## src/rtl/sysctl_pkg.sv

```systemverilog
package sysctl_pkg;
  typedef enum logic [1:0] {
    SEL_FIXED  = 2'd0,
    SEL_STATUS = 2'd1,
    SEL_PORTC  = 2'd2,
    SEL_CTRL   = 2'd3
  } port_sel_e;
endpackage

```

## src/rtl/sysctl_decode.sv

```systemverilog
module sysctl_decode
  import sysctl_pkg::*;
#(
  parameter int ADDR_W = 2
) (
  input  logic [ADDR_W-1:0] addr,
  input  logic              wr,
  output logic              wr_portc,
  output logic              wr_ctrl
);
  port_sel_e sel;

  always_comb begin
    sel      = port_sel_e'(addr);
    wr_portc = wr && (sel == SEL_PORTC);
    wr_ctrl  = wr && (sel == SEL_CTRL);
  end
endmodule

```

## src/rtl/sysctl_portc.sv

```systemverilog
module sysctl_portc #(
  parameter int          DATA_W  = 8,
  parameter logic [DATA_W-1:0] RST_VAL = 8'hFF,
  localparam int         IDX_W   = $clog2(DATA_W)
) (
  input  logic              clk,
  input  logic              rst_n,
  input  logic              load_full,
  input  logic [DATA_W-1:0] full_val,
  input  logic              ctrl_wr,
  input  logic              ctrl_group,
  input  logic [IDX_W-1:0]  ctrl_idx,
  input  logic              ctrl_level,
  output logic [DATA_W-1:0] portc_q
);
  always_ff @(posedge clk or negedge rst_n) begin
    if (!rst_n) begin
      portc_q <= RST_VAL;
    end else if (load_full) begin
      portc_q <= full_val;
    end else if (ctrl_wr && !ctrl_group) begin
      portc_q[ctrl_idx] <= ctrl_level;
    end
  end
endmodule

```

## src/rtl/sysctl_rdmux.sv

```systemverilog
module sysctl_rdmux
  import sysctl_pkg::*;
#(
  parameter int                DATA_W    = 8,
  parameter int                ADDR_W    = 2,
  parameter logic [DATA_W-1:0] FIXED_A   = 8'h73,
  parameter logic [DATA_W-1:0] STATUS_HI = 8'hF8
) (
  input  logic              clk,
  input  logic              rst_n,
  input  logic              rd,
  input  logic [ADDR_W-1:0] addr,
  input  logic              serial_bit,
  input  logic [DATA_W-1:0] portc_q,
  output logic [DATA_W-1:0] rdata,
  output logic              rvalid
);
  logic [DATA_W-1:0] rd_next;

  always_comb begin
    unique case (port_sel_e'(addr))
      SEL_FIXED:  rd_next = FIXED_A;
      SEL_STATUS: rd_next = {STATUS_HI[DATA_W-1:1], serial_bit};
      SEL_PORTC:  rd_next = portc_q;
      default:    rd_next = '0;
    endcase
  end

  always_ff @(posedge clk or negedge rst_n) begin
    if (!rst_n) begin
      rdata  <= '0;
      rvalid <= 1'b0;
    end else begin
      rvalid <= rd;
      if (rd) rdata <= rd_next;
    end
  end
endmodule

```

## src/rtl/sysctl_port.sv

```systemverilog
module sysctl_port #(
  parameter int                DATA_W   = 8,
  parameter int                ADDR_W   = 2,
  parameter logic [DATA_W-1:0] PORTC_RST = 8'hFF,
  parameter int                SHUT_HI  = 7,
  parameter int                SHUT_LO  = 5,
  localparam int               IDX_W    = $clog2(DATA_W)
) (
  input  logic              clk,
  input  logic              rst_n,
  input  logic [ADDR_W-1:0] bus_addr,
  input  logic              bus_wr,
  input  logic              bus_rd,
  input  logic [DATA_W-1:0] bus_wdata,
  input  logic              serial_din,
  output logic [DATA_W-1:0] bus_rdata,
  output logic              bus_rvalid,
  output logic [DATA_W-1:0] portc_out,
  output logic              shutdown
);
  logic wr_portc;
  logic wr_ctrl;

  sysctl_decode #(.ADDR_W(ADDR_W)) u_dec (
    .addr     (bus_addr),
    .wr       (bus_wr),
    .wr_portc (wr_portc),
    .wr_ctrl  (wr_ctrl)
  );

  sysctl_portc #(.DATA_W(DATA_W), .RST_VAL(PORTC_RST)) u_portc (
    .clk        (clk),
    .rst_n      (rst_n),
    .load_full  (wr_portc),
    .full_val   (bus_wdata),
    .ctrl_wr    (wr_ctrl),
    .ctrl_group (bus_wdata[DATA_W-1]),
    .ctrl_idx   (bus_wdata[IDX_W:1]),
    .ctrl_level (bus_wdata[0]),
    .portc_q    (portc_out)
  );

  sysctl_rdmux #(.DATA_W(DATA_W), .ADDR_W(ADDR_W)) u_rd (
    .clk        (clk),
    .rst_n      (rst_n),
    .rd         (bus_rd),
    .addr       (bus_addr),
    .serial_bit (serial_din),
    .portc_q    (portc_out),
    .rdata      (bus_rdata),
    .rvalid     (bus_rvalid)
  );

  assign shutdown = portc_out[SHUT_HI] & portc_out[SHUT_LO];
endmodule

```

## config.mk

```make
export PLATFORM = sky130hd
export DESIGN_NAME = sysctl_port
export DESIGN_NICKNAME = d
export VERILOG_FILES = /design/src/rtl/sysctl_pkg.sv /design/src/rtl/sysctl_decode.sv /design/src/rtl/sysctl_portc.sv /design/src/rtl/sysctl_rdmux.sv /design/src/rtl/sysctl_port.sv
export SDC_FILE = /design/constraint.sdc
export NUM_CORES = 1
export LEC_CHECK = 0
export ABC_AREA = 0
export BUFFER_PORTS_ARGS = -buffer_cell sky130_fd_sc_hd__buf_2
export CORE_ASPECT_RATIO = 0.9
export CORE_MARGIN = 2
export CORE_UTILIZATION = 40
export CTS_CLUSTER_SIZE = 16
export DETAILED_ROUTE_END_ITERATION = 6
export HOLD_SLACK_MARGIN = 0.06
export PLACE_DENSITY = 0.67
export SKIP_LAST_GASP = 1
export SLEW_MARGIN = 20
export SYNTH_ARGS = -nofsm -noshare
export SYNTH_HDL_FRONTEND = slang
export SYNTH_SLANG_ARGS = --single-unit
```

## constraint.sdc

```tcl
create_clock -name clk -period 2.65 [get_ports clk]
set_input_delay 0.53 -clock clk [delete_from_list [all_inputs] [get_ports clk]]
set_output_delay 0.53 -clock clk [all_outputs]
set_load 0.05 [all_outputs]
```

# Word level (Yosys, flattened, before mapping)
# Index checks and enable logic that the tools add are counted.
# totals
regBits	17
memories	0
latch_bits	0
rom_bits	0
wordCells	22
ramBits	0
input_bits	15
output_inout_bits	18
# classes
div	0
order_cmp	2
bitwise_logic	1
add_sub_neg	0
n_reduce_logical	7
mux	6
mul	0
shifts	0
n_eq_ne	3
# op_table
cell	n
$pmux 8 s3	1
$mux 8	2
$bwmux 8	1
$eq 2x2->1 const B	2
$logic_and 1x1->1	4
$lt 3x4->1 const B	1
$demux 1 s3	1
$ge 3x1->1 const B	1
$eq 2x1->1 const B	1
$logic_not 2->1	1
$reduce_bool 2->1	1
$and 1x1->1	1
$logic_not 1->1	1
$mux 1	1

# Depth between registers and ports, before layout
# depth
word_depth	7
ltp_mapped	4
depth_no_buf	3

# By module
# Synthesis repeated with hierarchy kept, for this count alone.
# unflattened
cells_unflattened	83
hier_area_um2	853.3
# by_module_without_submodules
module	n_inst	cells_each	area_per_inst_um2
sysctl_portc	1	42	447.9
sysctl_rdmux	1	38	382.9
sysctl_decode	1	2	16.3
sysctl_port	1	1	6.3

# Worst setup path before layout
# Ideal clock, no wire load.
# synth_path
path_kind	register to output
startpoint	register u_portc.portc_q[7]
endpoint	output shutdown
n_path_buf	0
t_required_ns	2.120
t_arrival_ns	1.161
stages_incl_launch_ff	2
slack_ns	0.959
cell_sequence	dfstp_2 -> and2_1
# synth_via
elab_chain_cells	1
# synth_rtl
element	line	source
start, declared	sysctl_portc.sv:14	output logic [DATA_W-1:0] portc_q
start signal, assigned	sysctl_portc.sv:20	portc_q <= full_val;
start signal, assigned by index	sysctl_portc.sv:22	portc_q[ctrl_idx] <= ctrl_level;
$and 1x1->1	sysctl_port.sv:54	assign shutdown = portc_out[SHUT_HI] & portc_out[SHUT_LO];
end, declared	sysctl_port.sv:19	output logic shutdown
# Every way passes these cells.

# Worst setup path after layout
# layout_path
startpoint	register u_portc.portc_q[5]
endpoint	output shutdown
# Same word-level chain as after synthesis.

==> results.sh <==
export IMPL_status="complete, no violations"
export IMPL_postLayoutCellArea_um2=1080
export IMPL_clk_pin_slew_ns=0.10
export IMPL_cts_max_level=1
export IMPL_synth_fp_nets=104
export IMPL_switchingPower_uw=313
export IMPL_grt_busiest_layer="met2"
export IMPL_peakVddDrop_uv=332
export IMPL_finalWorstSetupSlack_ns=0.903
export IMPL_fp_dieW_um=53.3
export IMPL_synthMuxAreaShare=0.0386
export IMPL_seq_area_um2=435
export IMPL_vias=772
export IMPL_hp_class="input port to async pin"
export IMPL_crit_fanout=4
export IMPL_r2r_end="u_portc.portc_q[1]"
export IMPL_synth_edf_count=0
export IMPL_wl_per_cell_um=12.9
export IMPL_setup_tns_ns=0
export IMPL_r2r_start="u_portc.portc_q[1]"
export IMPL_clock_skew_ns=0.00699
export IMPL_antenna_found_initial=0
export IMPL_fmax_ghz=0.573
export IMPL_grt_start_max_net_pins=18
export IMPL_ctsHoldBuffers=0
export IMPL_swShare=0.417
export IMPL_worst_ep_arrival_time_ns=1.22
export IMPL_power_leakage_nw=0.485
export IMPL_syn2layout_area_growth_pct=23.0
export IMPL_yosysSeqAreaShare=0.498
export IMPL_grtUsageMet2=0.259
export IMPL_grt_pass1_wl_um=3380
export IMPL_ioPinCount=33
export IMPL_synth_top_family_by_area="simple AND/OR/NAND/NOR gates"
export IMPL_multiInputGateArea_um2=404
export IMPL_final_nets=138
export IMPL_layout_common_cells="buf_2, a21oi_1, nor2_1"
export IMPL_drt_iter0_markers=24
export IMPL_async_flop_share=1.00
export IMPL_clkPwrFrac=0.180
export IMPL_ys_warn_count=0
export IMPL_worstMarginPinSlew_ns=0.372
export IMPL_synth_seq_cells=17
export IMPL_place_area_um2=1050
export IMPL_rsz0062_at_grt="no"
export IMPL_first_global_vias=725
export IMPL_clk_path_buf_depth=2
export IMPL_drc=0
export IMPL_routed_wl_um=1930
export IMPL_drive_gt1_frac=0.393
export IMPL_antenna_left=0
export IMPL_synth_fa_ha_area_frac=0
export IMPL_grt_usage=0.177
export IMPL_max_slew_margin_rel=0.752
export IMPL_ctsResizeCount=0
export IMPL_cts_setup_buffers=0
export IMPL_dp_hpwl_um=1470
export IMPL_nFillCells=224
export IMPL_synthXorXnorAreaFrac=0
export IMPL_gp_congestion=0.830
export IMPL_via_per_inst=5.18
export IMPL_cts_sinks=17
export IMPL_slowest_stage="dfstp_2"
export IMPL_syn_cell_area_um2=875
export IMPL_maxSlewViolCount=0
export IMPL_clk_latency_ns=0.28
export IMPL_layout_commonest_cell="buf_2"
export IMPL_synth_ff_type="dfrtp_1"
export IMPL_rows=16
export IMPL_period_share=0.659
export IMPL_pwr_share_comb=0.372
export IMPL_cp_data_required_time_ns=2.12
export IMPL_core_um2=2120
export IMPL_antennaDiodeCount=0
export IMPL_crit_chain="and2_1 -> buf_2"
export IMPL_finalHoldViolCount=0
export IMPL_dr_pass1_iters=4
export IMPL_critical_path_class="flip-flop to primary output"
export IMPL_cts_tree="done"
export IMPL_synth_compound_area_frac=0.190
export IMPL_cts_buffers=3
export IMPL_reg2reg_slack_ns=1.69
export IMPL_synth_distinct_cells=31
export IMPL_final_setup_viol_count=0
export IMPL_endpoint_kind="primary output"
export IMPL_internal_power_uw=438
export IMPL_use_met1=0.250
export IMPL_power_density_nw_per_um2=698
export IMPL_start_util=0.412
export IMPL_maxCapViolCount=0
export IMPL_layout_min_cycle_time_ns=1.75
export IMPL_die_y_um=48.4
export IMPL_cts_root_buf="clkbuf_4"
export IMPL_netlist_instances=89
export IMPL_overflow=0
export IMPL_slowest_delay_ns=0.57
export IMPL_rr_worst_depth=3
export IMPL_dieArea_um2=2580
export IMPL_p_total_uw=751
export IMPL_port_buffer_count=32
export IMPL_synth_simple_area_share=0.233
export IMPL_avgSynthCellArea_um2=9.83
export IMPL_dp_worst_setup_slack_ns=1.08
export IMPL_p_seq_frac=0.448
export IMPL_startpoint_type="flip-flop"
export IMPL_grt_use_met3=0.0340
[state kept, by name, summed over array words and instances, names as in the netlist]
signal,count
u_rd.rdata,8
u_portc.portc_q,8
u_rd.rvalid,1
[through the flow]
stage                     utilization  hold slack [ns]  instances
after floorplan                     -            0.234         89
after global placement          0.494            0.464        145
after detailed placement        0.494            0.474        145
after CTS                       0.507            0.157        149
after global routing            0.507            0.155        149
final                           0.507            0.145        149
[worst max-delay path, delay by kind of cell, from the launching register on]
family	cells	cell delay [ns]
flops	1	0.57
buf+inv	1	0.25
simple gates	1	0.12
[routing by layer]
| layer | routed length, um | up-vias |
|---|---|---|
| met2 | 881 | 23 |
| met4 | 27 | 0 |
| li1 | - | 393 |
| met5 | 0 | - |
| met3 | 109 | 2 |
| met1 | 909 | 354 |
[cell usage after synthesis (2+ instances only)]
cell	instances	area, um^2
or3_1	2	12.5
mux2_2	2	22.5
nand2b_1	6	37.5
dfstp_2	8	210
dfrtp_1	9	225
and3b_1	2	17.5
o21ai_0	5	25.0
inv_1	4	15.0
nor2b_1	3	18.8
a31oi_1	7	43.8
nand2_1	2	7.51
a21oi_1	11	55.1
nor2_1	10	37.5
[layout make-up]
class,count,area share
clock buffers,3,0.0209
clock inverters,1,0.00465
inverters,4,0.0140
multi-input cells,65,0.376
flip-flops and latches,17,0.405
well taps,27,0.0314
repair buffers,32,0.149
[kinds of logic after synthesis]
| logic type | Yosys count |
|---|---|
| muxes | 3 |
| DFF | 17 |
| and+or+nand+nor | 34 |
| AOI/OAI and AO/OA | 28 |
| buffers and inverters | 7 |
[worst max-delay path by stage]
stage / to / cells past startpoint / slack, ns / startpoint
after floorplan: shutdown / 1 / 0.96 / u_portc.portc_q[7]
after global routing: shutdown / 2 / 0.84 / u_portc.portc_q[5]
after CTS: shutdown / 2 / 0.89 / u_portc.portc_q[5]
final: shutdown / 2 / 0.90 / u_portc.portc_q[5]
after global placement: u_portc.portc_q[6] / 4 / 1.12 / bus_addr[1]
after detailed placement: u_portc.portc_q[6] / 4 / 1.08 / bus_addr[1]
[power by group through the flow]
stage | logic (mW) | registers [mW] | clock network [mW]
finish | 0.279 | 0.337 | 0.135
global route | 0.300 | 0.344 | 0.153
CTS | 0.282 | 0.337 | 0.141
detailed placement | 0.282 | 0.342 | 0
global placement | 0.279 | 0.342 | 0
floorplan | 0.0765 | 0.472 | 0
(Power assumes the default switching activity.)
